**config.mk**
```make
export PLATFORM = sky130hd
export DESIGN_NAME = opalu_top
export DESIGN_NICKNAME = d
export VERILOG_FILES = /design/src/rtl/opalu_pkg.sv /design/src/rtl/opalu_ctrl.sv /design/src/rtl/opalu_dp.sv /design/src/rtl/opalu_top.sv
export SDC_FILE = /design/constraint.sdc
export NUM_CORES = 1
export LEC_CHECK = 0
export BUFFER_PORTS_ARGS = -buffer_cell sky130_fd_sc_hd__buf_2
export CAP_MARGIN = 20
export CELL_PAD_IN_SITES_DETAIL_PLACEMENT = 0
export CELL_PAD_IN_SITES_GLOBAL_PLACEMENT = 1
export CORE_MARGIN = 2
export CORE_UTILIZATION = 47
export CTS_BUF_LIST = sky130_fd_sc_hd__clkbuf_8 sky130_fd_sc_hd__clkbuf_16
export CTS_CLUSTER_DIAMETER = 30
export DETAILED_ROUTE_END_ITERATION = 8
export PLACE_DENSITY_LB_ADDON = 0.3
export SLEW_MARGIN = 20
export SYNTH_ARGS = -nofsm -noshare
export SYNTH_HDL_FRONTEND = slang
export SYNTH_SLANG_ARGS = --single-unit
```
**constraint.sdc**
```tcl
create_clock -name clk -period 6.9 [get_ports clk]
set_clock_uncertainty 0.2 [all_clocks]
set_input_delay 1.38 -clock clk [delete_from_list [all_inputs] [get_ports clk]]
set_output_delay 1.38 -clock clk [all_outputs]
set_load 0.05 [all_outputs]
```
**src/rtl/opalu_pkg.sv**
```systemverilog
package opalu_pkg;
  localparam int DATA_W = 8;
  localparam int NIB_W = DATA_W / 2;
  localparam int FLAG_W = 5;
  localparam int FIELD_W = 3;

  // first eight values follow the ooo field; the next eight follow the 00xxx111 field
  typedef enum logic [4:0] {
    OP_ADD, OP_ADC, OP_SUB, OP_SBB, OP_AND, OP_XOR, OP_OR, OP_CMP,
    OP_RLC, OP_RRC, OP_RAL, OP_RAR, OP_DAA, OP_CMA, OP_STC, OP_CMC,
    OP_NONE
  } aluOp_e;

  typedef enum logic [1:0] {SRC_NONE, SRC_REG, SRC_MEM, SRC_IMM} srcKind_e;

  typedef struct packed {
    logic sign;
    logic zero;
    logic aux;
    logic parity;
    logic carry;
  } flags_t;

  typedef struct packed {
    aluOp_e op;
    logic   wrAcc;
    logic   wrAll;
    logic   wrCarry;
  } ctrl_t;
endpackage

```
**src/rtl/opalu_ctrl.sv**
```systemverilog
module opalu_ctrl
  import opalu_pkg::*;
(
  input  logic [DATA_W-1:0]  opcode,
  output ctrl_t              ctrl,
  output srcKind_e           srcKind,
  output logic [FIELD_W-1:0] regSel,
  output logic               illegal
);
  localparam logic [FIELD_W-1:0] MEM_CODE = 3'b110;
  localparam logic [FIELD_W-1:0] ROT_TAIL = 3'b111;

  logic [1:0]         grp;
  logic [FIELD_W-1:0] mid;
  logic [FIELD_W-1:0] low;

  assign grp = opcode[DATA_W-1 -: 2];
  assign mid = opcode[2*FIELD_W-1 -: FIELD_W];
  assign low = opcode[FIELD_W-1:0];

  always_comb begin
    ctrl.op      = OP_NONE;
    ctrl.wrAcc   = 1'b0;
    ctrl.wrAll   = 1'b0;
    ctrl.wrCarry = 1'b0;
    srcKind      = SRC_NONE;
    regSel       = '0;
    illegal      = 1'b1;
    if (grp == 2'b10 || (grp == 2'b11 && low == MEM_CODE)) begin
      ctrl.op    = aluOp_e'({2'b00, mid});
      ctrl.wrAll = 1'b1;
      ctrl.wrAcc = (mid != 3'b111);
      illegal    = 1'b0;
      if (grp == 2'b11) begin
        srcKind = SRC_IMM;
      end else if (low == MEM_CODE) begin
        srcKind = SRC_MEM;
      end else begin
        srcKind = SRC_REG;
        regSel  = low;
      end
    end else if (grp == 2'b00 && low == ROT_TAIL) begin
      ctrl.op = aluOp_e'({2'b01, mid});
      illegal = 1'b0;
      unique case (ctrl.op)
        OP_DAA:         begin ctrl.wrAcc = 1'b1; ctrl.wrAll = 1'b1; end
        OP_CMA:         ctrl.wrAcc = 1'b1;
        OP_STC, OP_CMC: ctrl.wrCarry = 1'b1;
        default:        begin ctrl.wrAcc = 1'b1; ctrl.wrCarry = 1'b1; end
      endcase
    end
  end

  // decode consistency
  always_comb begin
    assert_illegal_no_write_R13: assert (!illegal || !(ctrl.wrAcc || ctrl.wrAll || ctrl.wrCarry));
    assert_write_class_R9: assert ($onehot0({ctrl.wrAll, ctrl.wrCarry}));
    assert_regsel_R12: assert (srcKind == SRC_REG || regSel == '0);
  end
endmodule

```
**src/rtl/opalu_dp.sv**
```systemverilog
module opalu_dp
  import opalu_pkg::*;
(
  input  logic              clk,
  input  logic              rstN,
  input  logic              en,
  input  ctrl_t             ctrl,
  input  logic [DATA_W-1:0] operand,
  output logic [DATA_W-1:0] accQ,
  output flags_t            flagsQ
);
  localparam logic [DATA_W-1:0] LOW_FIX  = 8'h06;
  localparam logic [DATA_W-1:0] HIGH_FIX = 8'h60;
  localparam logic [NIB_W-1:0]  NINE     = 4'd9;

  logic              isSub;
  logic              carryIn;
  logic [DATA_W-1:0] bEff;
  logic              cEff;
  logic [DATA_W:0]   sum;
  logic [NIB_W:0]    nibSum;
  logic              lowAdj;
  logic              hiAdj;
  logic [DATA_W:0]   stepOne;
  logic [NIB_W:0]    stepNib;
  logic [DATA_W:0]   stepTwo;
  logic [DATA_W-1:0] res;
  logic              cyN;
  logic              acN;
  flags_t            flagsD;
  logic [DATA_W-1:0] accD;

  assign isSub   = (ctrl.op == OP_SUB) || (ctrl.op == OP_SBB) || (ctrl.op == OP_CMP);
  assign carryIn = ((ctrl.op == OP_ADC) || (ctrl.op == OP_SBB)) && flagsQ.carry;
  assign bEff    = isSub ? ~operand : operand;
  assign cEff    = isSub ? ~carryIn : carryIn;
  assign sum     = {1'b0, accQ} + {1'b0, bEff} + {{DATA_W{1'b0}}, cEff};
  assign nibSum  = {1'b0, accQ[NIB_W-1:0]} + {1'b0, bEff[NIB_W-1:0]} + {{NIB_W{1'b0}}, cEff};

  // decimal adjust, two steps
  assign lowAdj  = (accQ[NIB_W-1:0] > NINE) || flagsQ.aux;
  assign stepOne = {1'b0, accQ} + {1'b0, (lowAdj ? LOW_FIX : '0)};
  assign stepNib = {1'b0, accQ[NIB_W-1:0]} + {1'b0, (lowAdj ? LOW_FIX[NIB_W-1:0] : '0)};
  assign hiAdj   = (stepOne[DATA_W-1 -: NIB_W] > NINE) || flagsQ.carry || stepOne[DATA_W];
  assign stepTwo = {1'b0, stepOne[DATA_W-1:0]} + {1'b0, (hiAdj ? HIGH_FIX : '0)};

  always_comb begin
    res = accQ;
    cyN = flagsQ.carry;
    acN = flagsQ.aux;
    unique case (ctrl.op)
      OP_ADD, OP_ADC: begin res = sum[DATA_W-1:0]; cyN = sum[DATA_W]; acN = nibSum[NIB_W]; end
      OP_SUB, OP_SBB, OP_CMP: begin
        res = sum[DATA_W-1:0]; cyN = ~sum[DATA_W]; acN = ~nibSum[NIB_W];
      end
      OP_AND: begin res = accQ & operand; cyN = 1'b0; acN = accQ[3] | operand[3]; end
      OP_XOR: begin res = accQ ^ operand; cyN = 1'b0; acN = 1'b0; end
      OP_OR:  begin res = accQ | operand; cyN = 1'b0; acN = 1'b0; end
      OP_RLC: begin res = {accQ[DATA_W-2:0], accQ[DATA_W-1]}; cyN = accQ[DATA_W-1]; end
      OP_RRC: begin res = {accQ[0], accQ[DATA_W-1:1]}; cyN = accQ[0]; end
      OP_RAL: begin res = {accQ[DATA_W-2:0], flagsQ.carry}; cyN = accQ[DATA_W-1]; end
      OP_RAR: begin res = {flagsQ.carry, accQ[DATA_W-1:1]}; cyN = accQ[0]; end
      OP_DAA: begin res = stepTwo[DATA_W-1:0]; cyN = flagsQ.carry | hiAdj; acN = stepNib[NIB_W]; end
      OP_CMA: res = ~accQ;
      OP_STC: cyN = 1'b1;
      OP_CMC: cyN = ~flagsQ.carry;
      default: ;
    endcase
  end

  always_comb begin
    flagsD = flagsQ;
    accD   = ctrl.wrAcc ? res : accQ;
    if (ctrl.wrAll) begin
      flagsD.sign   = res[DATA_W-1];
      flagsD.zero   = (res == '0);
      flagsD.aux    = acN;
      flagsD.parity = ~^res;
      flagsD.carry  = cyN;
    end else if (ctrl.wrCarry) begin
      flagsD.carry = cyN;
    end
  end

  always_ff @(posedge clk or negedge rstN) begin
    if (!rstN) begin
      accQ   <= '0;
      flagsQ <= '0;
    end else if (en) begin
      accQ   <= accD;
      flagsQ <= flagsD;
    end
  end

  assert_hold_R2: assert property (@(posedge clk) disable iff (!rstN)
    !en |=> ($stable(accQ) && $stable(flagsQ)));
  assert_cmp_keeps_acc_R5: assert property (@(posedge clk) disable iff (!rstN)
    (en && ctrl.op == OP_CMP) |=> $stable(accQ));
  assert_logic_clears_carry_R6: assert property (@(posedge clk) disable iff (!rstN)
    (en && (ctrl.op == OP_AND || ctrl.op == OP_XOR || ctrl.op == OP_OR)) |=> !flagsQ.carry);
  assert_carry_only_R8: assert property (@(posedge clk) disable iff (!rstN)
    (en && ctrl.wrCarry) |=> $stable({flagsQ.sign, flagsQ.zero, flagsQ.aux, flagsQ.parity}));
  assert_complement_R9: assert property (@(posedge clk) disable iff (!rstN)
    (en && ctrl.op == OP_CMA) |=> (accQ == ~$past(accQ) && $stable(flagsQ)));
  assert_set_carry_R9: assert property (@(posedge clk) disable iff (!rstN)
    (en && ctrl.op == OP_STC) |=> flagsQ.carry);
  assert_result_flags_R11: assert property (@(posedge clk) disable iff (!rstN)
    (en && ctrl.wrAll && ctrl.wrAcc) |=>
      (flagsQ.zero == (accQ == '0) && flagsQ.sign == accQ[DATA_W-1] && flagsQ.parity == ~^accQ));
  assert_unsupported_frozen_R13: assert property (@(posedge clk) disable iff (!rstN)
    (en && ctrl.op == OP_NONE) |=> ($stable(accQ) && $stable(flagsQ)));
endmodule

```
**src/rtl/opalu_top.sv**
```systemverilog
module opalu_top
  import opalu_pkg::*;
(
  input  logic              clk,
  input  logic              rstN,
  input  logic              en,
  input  logic [DATA_W-1:0] opcode,
  input  logic [DATA_W-1:0] operand,
  output logic [DATA_W-1:0] acc,
  output logic [FLAG_W-1:0] flags,
  output logic [1:0]        srcKind,
  output logic [FIELD_W-1:0] regSel,
  output logic              illegal
);
  ctrl_t    ctrl;
  srcKind_e kindE;
  flags_t   flagsQ;

  opalu_ctrl u_ctrl (
    .opcode  (opcode),
    .ctrl    (ctrl),
    .srcKind (kindE),
    .regSel  (regSel),
    .illegal (illegal)
  );

  opalu_dp u_dp (
    .clk     (clk),
    .rstN    (rstN),
    .en      (en),
    .ctrl    (ctrl),
    .operand (operand),
    .accQ    (acc),
    .flagsQ  (flagsQ)
  );

  assign flags   = flagsQ;
  assign srcKind = kindE;
endmodule

```
==> summary.md, run 1 <==
| Metric | Value |
|---|---|
| Clock power frac | `0.103` |
| Inserted Clock Buffers | `3` |
| Leakage Power | `1.226 nW` |
| Full die area | `5826 um^2` |
| Final Wtd Congestion | `0.8926` |
| Dpl ws | `1.423 ns` |
| GRT Util Overall | `0.2468` |
| Final Hold Fails | `0` |
| Post-cts resize count | `0` |
| Yosys cell types | `68` |
| Detailed Place HPWL | `5.296 mm` |
| Period utilisation layout | `0.7647` |
| Post-Route WL | `7.012 mm` |
| NetSw | `0.3922 mW` |
| # hold bufs at CTS | `0` |
| DIE HEIGHT | `76.33 um` |
| Status | `complete, no violations` |
| Rows | `26` |
| Via-to-Cell Ratio | `5.925` |
| Synth Register Bits | `13` |
| Critical Path Max Stage Delay | `0.57 ns` |
| Vias in the first global route | `2331` |
| Clk pin slew, worst setup/hold paths | `0.06 ns` |
| Clock root buffer | `clkbuf_8` |
| Ant diodes | `0` |
| CTS tree | `done` |
| Largest net degree at the start of global routing | `41` |
| Clk_lat worst skew | `0.26 ns` |
| Final setup margin | `1.624 ns` |
| Post-CTS Setup Bufs | `0` |
| VDD IR max | `0.1928 mV` |
| Cell Area, Synth | `2459 um^2` |
| Net Count, Synth | `358` |
| Maximum clock insertion buffer count | `2` |
| Combinational Power Share | `0.689` |
| P_int | `0.3220 mW` |
| Number of flops mapped to enable cells by yosys | `0` |
| Power density over the cells | `266.9 nW/um^2` |
| Register area share after synthesis | `0.1323` |
| Relative slew slack | `0.5079` |
| CP required | `6.82 ns` |
| P&R area growth vs syn | `8.855%` |
| Worst min-delay path category | `reg2reg` |
| Achievable Freq | `0.1895 GHz` |
| Die Wd | `76.33 um` |
| Number of H-tree levels | `1` |
| Most common cell after layout, fill and taps aside | `buf_2` |
| Post-Synthesis Cells | `305` |
| Initial Utilization | `0.4845` |
| Initial antenna violation count | `0` |
| IO Count | `38` |
| Async SR Flop Fraction | `1.000` |
| Startpoint Class | `input pin` |
| RSZ-0062 raised after global routing | `false` |
| Max cap viols | `0` |
| Synth Area per Inst | `8.061 um^2` |
| Total vias in the final route | `2358` |
| Most frequent cells in the layout | `buf_2, ha_1, a21oi_1, inv_1, nand2_1` |
| Setup TNS | `0 ns` |
| Core area | `5075 um^2` |
| WS Path Type | `in2reg` |
| DRC Markers | `0` |
| Post-DRT Antenna Nets | `0` |
| Nets | `382` |
| Setup Viol. Count Final | `0` |
| PortBufs | `37` |
| YS warnings | `0` |
| Fraction of layout cells with a size suffix above 1 | `0.1890` |
| Count of final max-slew check failures | `0` |
| Min Tclk post-route | `5.276 ns` |
| Crit path cell chain | `buf_2 -> nor2b_1 -> nand2_1 -> a21oi_1 -> o21a_1 -> fa_1 -> inv_1 -> fa_1 -> nor2b_1 -> o21a_1 -> or3_1 -> a32oi_1 -> o22ai_1 -> a21oi_1 -> ha_1 -> xor2_1 -> xnor2_1 -> o21ai_0` |
| Top_reg_cell synth | `dfrtp_1` |
| Total grt overflow | `0` |
| Drt pass-1 iters | `4` |
| DR WL/cell | `17.62 um` |
| Pin slew with the least headroom to its limit | `0.7381 ns` |
| Iteration-0 DRC Markers | `239` |
| First-pass GRT wire length | `11.62 mm` |
| Sw Ratio | `0.5491` |
| Sequential power share | `0.208` |
| Crit end category | `flip-flop` |
| Clock sinks | `13` |
| Crit path DAT | `5.20 ns` |
| CP max FO | `40` |
| Slowest library cell on the worst path | `buf_2` |
==> critical path: cells and delay by family <==
family,cells,cell delay [ns]
buf+inv,2,0.63
compound gates,7,1.03
simple gates,4,0.93
xor+xnor,2,0.30
fa+ha+maj,3,0.94
==> kinds of logic (layout without fill, tap and decap cells) <==
logic type | after synthesis | after routing | synth area share
AOI/OAI and AO/OA | 96 | 96 | 0.2774
and+or+nand+nor | 86 | 86 | 0.1949
adders and majority gates | 34 | 34 | 0.1852
xor gates and xnor gates | 22 | 22 | 0.07837
muxes | 12 | 12 | 0.05242
buffers and inverters | 42 | 65 | 0.07939
DFF | 13 | 13 | 0.1323
==> path summary, 6_finish.rpt <==
check	slack, ns	startpoint	depth (start not counted)	end
setup / recovery	1.62	opcode[3]	18	u_dp.flagsQ[1]
setup reg to reg	2.13	u_dp.accQ[2]	21	u_dp.flagsQ[1]
hold / removal	0.29	u_dp.flagsQ[3]	2	u_dp.flagsQ[3]
max in group asynchronous	5.44	rstN	1	u_dp.accQ[5]
min in group asynchronous	0.81	rstN	1	u_dp.accQ[1]
hold reg to reg	0.29	u_dp.flagsQ[3]	2	u_dp.flagsQ[3]
==> metal layers <==
layer,wire (um),track usage,vias up
met5,0,0,-
met4,74,0.05091,0
met1,3135,0.3417,1119
met2,3359,0.4009,73
li1,-,-,1160
met3,443,0.04739,6
==> registers in the layout, indices dropped and copies added (netlist names) <==
signal       cells
u_dp.flagsQ      5
u_dp.accQ        8
==> power by group through the flow <==
stage | registers, mW | clock network, mW | logic, mW
final | 0.148 | 0.0739 | 0.492
after detailed placement | 0.149 | 0 | 0.485
after global routing | 0.154 | 0.0787 | 0.541
after floorplan | 0.200 | 0 | 0.320
after global placement | 0.149 | 0 | 0.490
after CTS | 0.148 | 0.0745 | 0.490
==> Yosys cell counts (3+ instances only) <==
| cell type | n | share of area |
|---|---|---|
| a211oi_1 | 6 | 0.018 |
| a21oi_1 | 24 | 0.049 |
| fa_1 | 4 | 0.033 |
| o21a_1 | 7 | 0.021 |
| nor2_1 | 15 | 0.023 |
| o21ai_0 | 13 | 0.026 |
| dfrtp_1 | 13 | 0.13 |
| nand2b_1 | 6 | 0.015 |
| and2_1 | 4 | 0.010 |
| nand2_2 | 3 | 0.0076 |
| nor4_1 | 3 | 0.0076 |
| buf_2 | 12 | 0.024 |
| mux2i_1 | 5 | 0.020 |
| a31oi_1 | 7 | 0.018 |
| mux2_1 | 5 | 0.023 |
| inv_1 | 23 | 0.035 |
| ha_1 | 30 | 0.15 |
| a21o_1 | 5 | 0.015 |
| xnor2_1 | 20 | 0.071 |
| clkbuf_1 | 3 | 0.0046 |
| nor3_1 | 5 | 0.010 |
| o22ai_1 | 4 | 0.010 |
| nand2_1 | 23 | 0.035 |
| nor2b_1 | 6 | 0.015 |
| o221ai_1 | 4 | 0.014 |
==> stage by stage <==
stage / hold slack (ns) / util / power, mW / instance area [um^2] / std cells
3_5_place_dp: 0.2710 / 0.5182 / 0.6341 / 2630 / 394
5_1_grt: 0.3162 / 0.5274 / 0.7741 / 2676 / 398
3_3_place_gp: 0.2641 / 0.5182 / 0.6384 / 2630 / 394
6_report: 0.2867 / 0.5274 / 0.7143 / 2676 / 398
4_1_cts: 0.2873 / 0.5274 / 0.7125 / 2676 / 398
2_1_floorplan: 0.5544 / - / 0.5202 / 2459 / 305
==> final cells by class <==
| class | count | area [um^2] |
|---|---|---|
| Sequential cell | 13 | 325.3 |
| Inverter | 23 | 86.33 |
| Tap cell | 70 | 87.58 |
| Multi-Input combinational cell | 250 | 1938 |
| Timing Repair Buffer | 38 | 192.7 |
| Fill cell | 526 | 2399 |
| Clock inverter | 1 | 5.005 |
| Clock buffer | 3 | 41.29 |
Power figures use the tool's default switching activity.
==> run 2, diff against run 1 <==
- CORE_UTILIZATION: 47 -> 43
- clock period: 6.9 -> 5.4 ns (I/O delays scaled with it)
==> summary.md, run 2 (synthesized netlist as in run 1, its figures left out) <==
| Metric | Value |
|---|---|
| Grt peak-use layer | `met2 (unchanged)` |
| Leakage Power | `1.262 nW (was 1.226 nW)` |
| Period utilisation layout | `0.8741` |
| Pin slew with the least headroom to its limit | `0.6283 ns (was 0.7381 ns)` |
| Ant diodes | `0 (unchanged)` |
| Fraction of layout cells with a size suffix above 1 | `0.2030 (was 0.1890)` |
| DIE HEIGHT | `79.62 um (was 76.33 um)` |
| Crit path DAT | `4.63 ns (was 5.20 ns)` |
| CP max FO | `24 (was 40)` |
| Startpoint Class | `input pin (unchanged)` |
| Min Tclk post-route | `4.720 ns` |
| Core area | `5507 um^2 (was 5075 um^2)` |
| DR WL/cell | `17.49 um (was 17.62 um)` |
| Inserted Clock Buffers | `3 (unchanged)` |
| Maximum clock insertion buffer count | `2 (unchanged)` |
| WS Path Type | `in2reg (unchanged)` |
| Final Wtd Congestion | `0.9043 (was 0.8926)` |
| GRT Util Overall | `0.2427 (was 0.2468)` |
| Vias in the first global route | `2309 (was 2331)` |
| Largest register FFs | `8 (unchanged)` |
| Post-Route WL | `7.117 mm (was 7.012 mm)` |
| Setup TNS | `0 ns (unchanged)` |
| Most common cell after layout, fill and taps aside | `buf_2 (unchanged)` |
| Sequential power share | `0.194 (was 0.208)` |
| Post-DRT Antenna Nets | `0 (unchanged)` |
| PortBufs | `37 (unchanged)` |
| Setup Viol. Count Final | `0 (unchanged)` |
| NetSw | `0.4927 mW (was 0.3922 mW)` |
| Total Power | `0.9123 mW (was 0.7143 mW)` |
| Rows | `27 (was 26)` |
| Crit end category | `flip-flop (unchanged)` |
| Worst min-delay path category | `reg2reg (unchanged)` |
| # hold bufs at CTS | `0 (unchanged)` |
| Largest registers | `u_dp.accQ: 8 flops, u_dp.flagsQ: 5 flops (unchanged)` |
| Largest net degree at the start of global routing | `35 (was 41)` |
| P&R area growth vs syn | `11.04% (was 8.855%)` |
| Drt pass-1 iters | `5 (was 4)` |
| Multi-input logic area | `1938 um^2 (unchanged)` |
| Clk pin slew, worst setup/hold paths | `0.05 ns (was 0.06 ns)` |
| Initial antenna violation count | `0 (unchanged)` |
| Total vias in the final route | `2419 (was 2358)` |
| Power density over the cells | `334.1 nW/um^2 (was 266.9 nW/um^2)` |
| Sw Ratio | `0.5401 (was 0.5491)` |
| Post-CTS Setup Bufs | `0 (unchanged)` |
| Met3 Use GR | `0.01810 (was 0.04739)` |
| Met1 usage | `0.3493 (was 0.3417)` |
| Layout fillers | `564 (was 526)` |
| CTS tree | `done (unchanged)` |
| M2 GR Usage | `0.3832 (was 0.4009)` |
| Combinational Power Share | `0.718 (was 0.689)` |
| Via-to-Cell Ratio | `5.943 (was 5.925)` |
| Sequential Area | `325.3 um^2 (unchanged)` |
| VDD IR max | `0.1981 mV (was 0.1928 mV)` |
| Status | `complete, no violations (unchanged)` |
| Die Wd | `79.62 um (was 76.33 um)` |
| Post-cts resize count | `0 (unchanged)` |
| IO Count | `38 (unchanged)` |
| P_int | `0.4195 mW (was 0.3220 mW)` |
| Detailed Place HPWL | `5.636 mm (was 5.296 mm)` |
| First-pass GRT wire length | `12.14 mm (was 11.62 mm)` |
| Top reg by flops | `u_dp.accQ (unchanged)` |
| Nets | `389 (was 382)` |
| RSZ-0062 raised after global routing | `false (unchanged)` |
| Final Hold Fails | `0 (unchanged)` |
| Most frequent cells in the layout | `buf_2, ha_1, inv_1, a21oi_1, nand2_1 (was buf_2, ha_1, a21oi_1, inv_1, nand2_1)` |
| Initial Utilization | `0.4465 (was 0.4845)` |
| Clk_lat worst skew | `0.24 ns (was 0.26 ns)` |
| Iteration-0 DRC Markers | `243 (was 239)` |
| Total grt overflow | `0 (unchanged)` |
| Number of H-tree levels | `1 (unchanged)` |
| Clock root buffer | `clkbuf_8 (unchanged)` |
| Max cap viols | `0 (unchanged)` |
| DRC Markers | `0 (unchanged)` |
| Full die area | `6339 um^2 (was 5826 um^2)` |
| Count of final max-slew check failures | `0 (unchanged)` |
| CP required | `5.31 ns (was 6.82 ns)` |
| Relative slew slack | `0.5796 (was 0.5079)` |
| Clock power frac | `0.088 (was 0.103)` |
| Clock sinks | `13 (unchanged)` |
| Achievable Freq | `0.2119 GHz` |
-- run 2: cell types whose count changed in the layout (fill, tap and decap cells not counted) --
cell      before  now
buf_4          1    8
clkinv_2       1    0
inv_1         23   24
-- run 2: final cells by class --
type | instances | area share
timing repair buffer | 45 | 0.08983
clock inverter | 1 | 0.001375
inverter | 23 | 0.03162
sequential | 13 | 0.1192
multi-input combinational | 250 | 0.7099
clock buffer | 3 | 0.01512
tap | 72 | 0.03300
-- run 2: path summary, 6_finish.rpt --
check / start / end / slack (ns) / cells past startpoint
worst max-delay path: opcode[4] / u_dp.flagsQ[1] / 0.68 / 18
worst min-delay path: u_dp.flagsQ[3] / u_dp.flagsQ[3] / 0.28 / 2
worst max register to register: u_dp.accQ[2] / u_dp.flagsQ[1] / 0.82 / 21
worst min register to register: u_dp.flagsQ[3] / u_dp.flagsQ[3] / 0.28 / 2
max in group asynchronous: rstN / u_dp.accQ[6] / 4.20 / 1
min in group asynchronous: rstN / u_dp.accQ[1] / 0.54 / 1
-- run 2: per-stage QoR --
| stage | setup WS (ns) | cell area (um^2) | hold slack, ns | utilization | std cells |
|---|---|---|---|---|---|
| final | 0.6801 | 2730 | 0.2785 | 0.4958 | 407 |
| after global routing | 0.4436 | 2730 | 0.3213 | 0.4958 | 407 |
| after CTS | 0.7369 | 2730 | 0.2871 | 0.4958 | 407 |
| after floorplan | 0.6762 | 2459 | 0.5544 | - | 305 |
| after global placement | 0.5969 | 2685 | 0.2636 | 0.4876 | 403 |
| after detailed placement | 0.4970 | 2685 | 0.2746 | 0.4876 | 403 |
-- run 2: critical path, stage by stage --
cell and delay [ns]:
buf_2 0.39, inv_1 0.26, nor2_4 0.17, nand2_2 0.07, xnor2_1 0.14, fa_1 0.42, inv_1 0.09, fa_1 0.21
nor2b_1 0.08, o21a_1 0.19, or3_1 0.30, a32oi_1 0.27, o22ai_1 0.16, a21oi_1 0.14, ha_1 0.25, xor2_1 0.18
xnor2_1 0.13, o21ai_0 0.08
-- run 2: routing by layer --
| layer | routed length, um | vias to the layer above | share of wire |
|---|---|---|---|
| met3 | 391 | 13 | 0.055 |
| met2 | 3264 | 89 | 0.46 |
| met5 | 0 | - | 0 |
| li1 | - | 1174 | - |
| met4 | 152 | 0 | 0.021 |
| met1 | 3309 | 1143 | 0.46 |
-- run 2: power by group through the flow --
stage                     registers, mW  logic, mW  clock network [mW]
after floorplan                   0.256      0.409                   0
after global placement            0.178      0.647                   0
after detailed placement          0.178      0.650                   0
after CTS                         0.177      0.654              0.0842
after global routing              0.184      0.727              0.0882
final                             0.177      0.655              0.0804
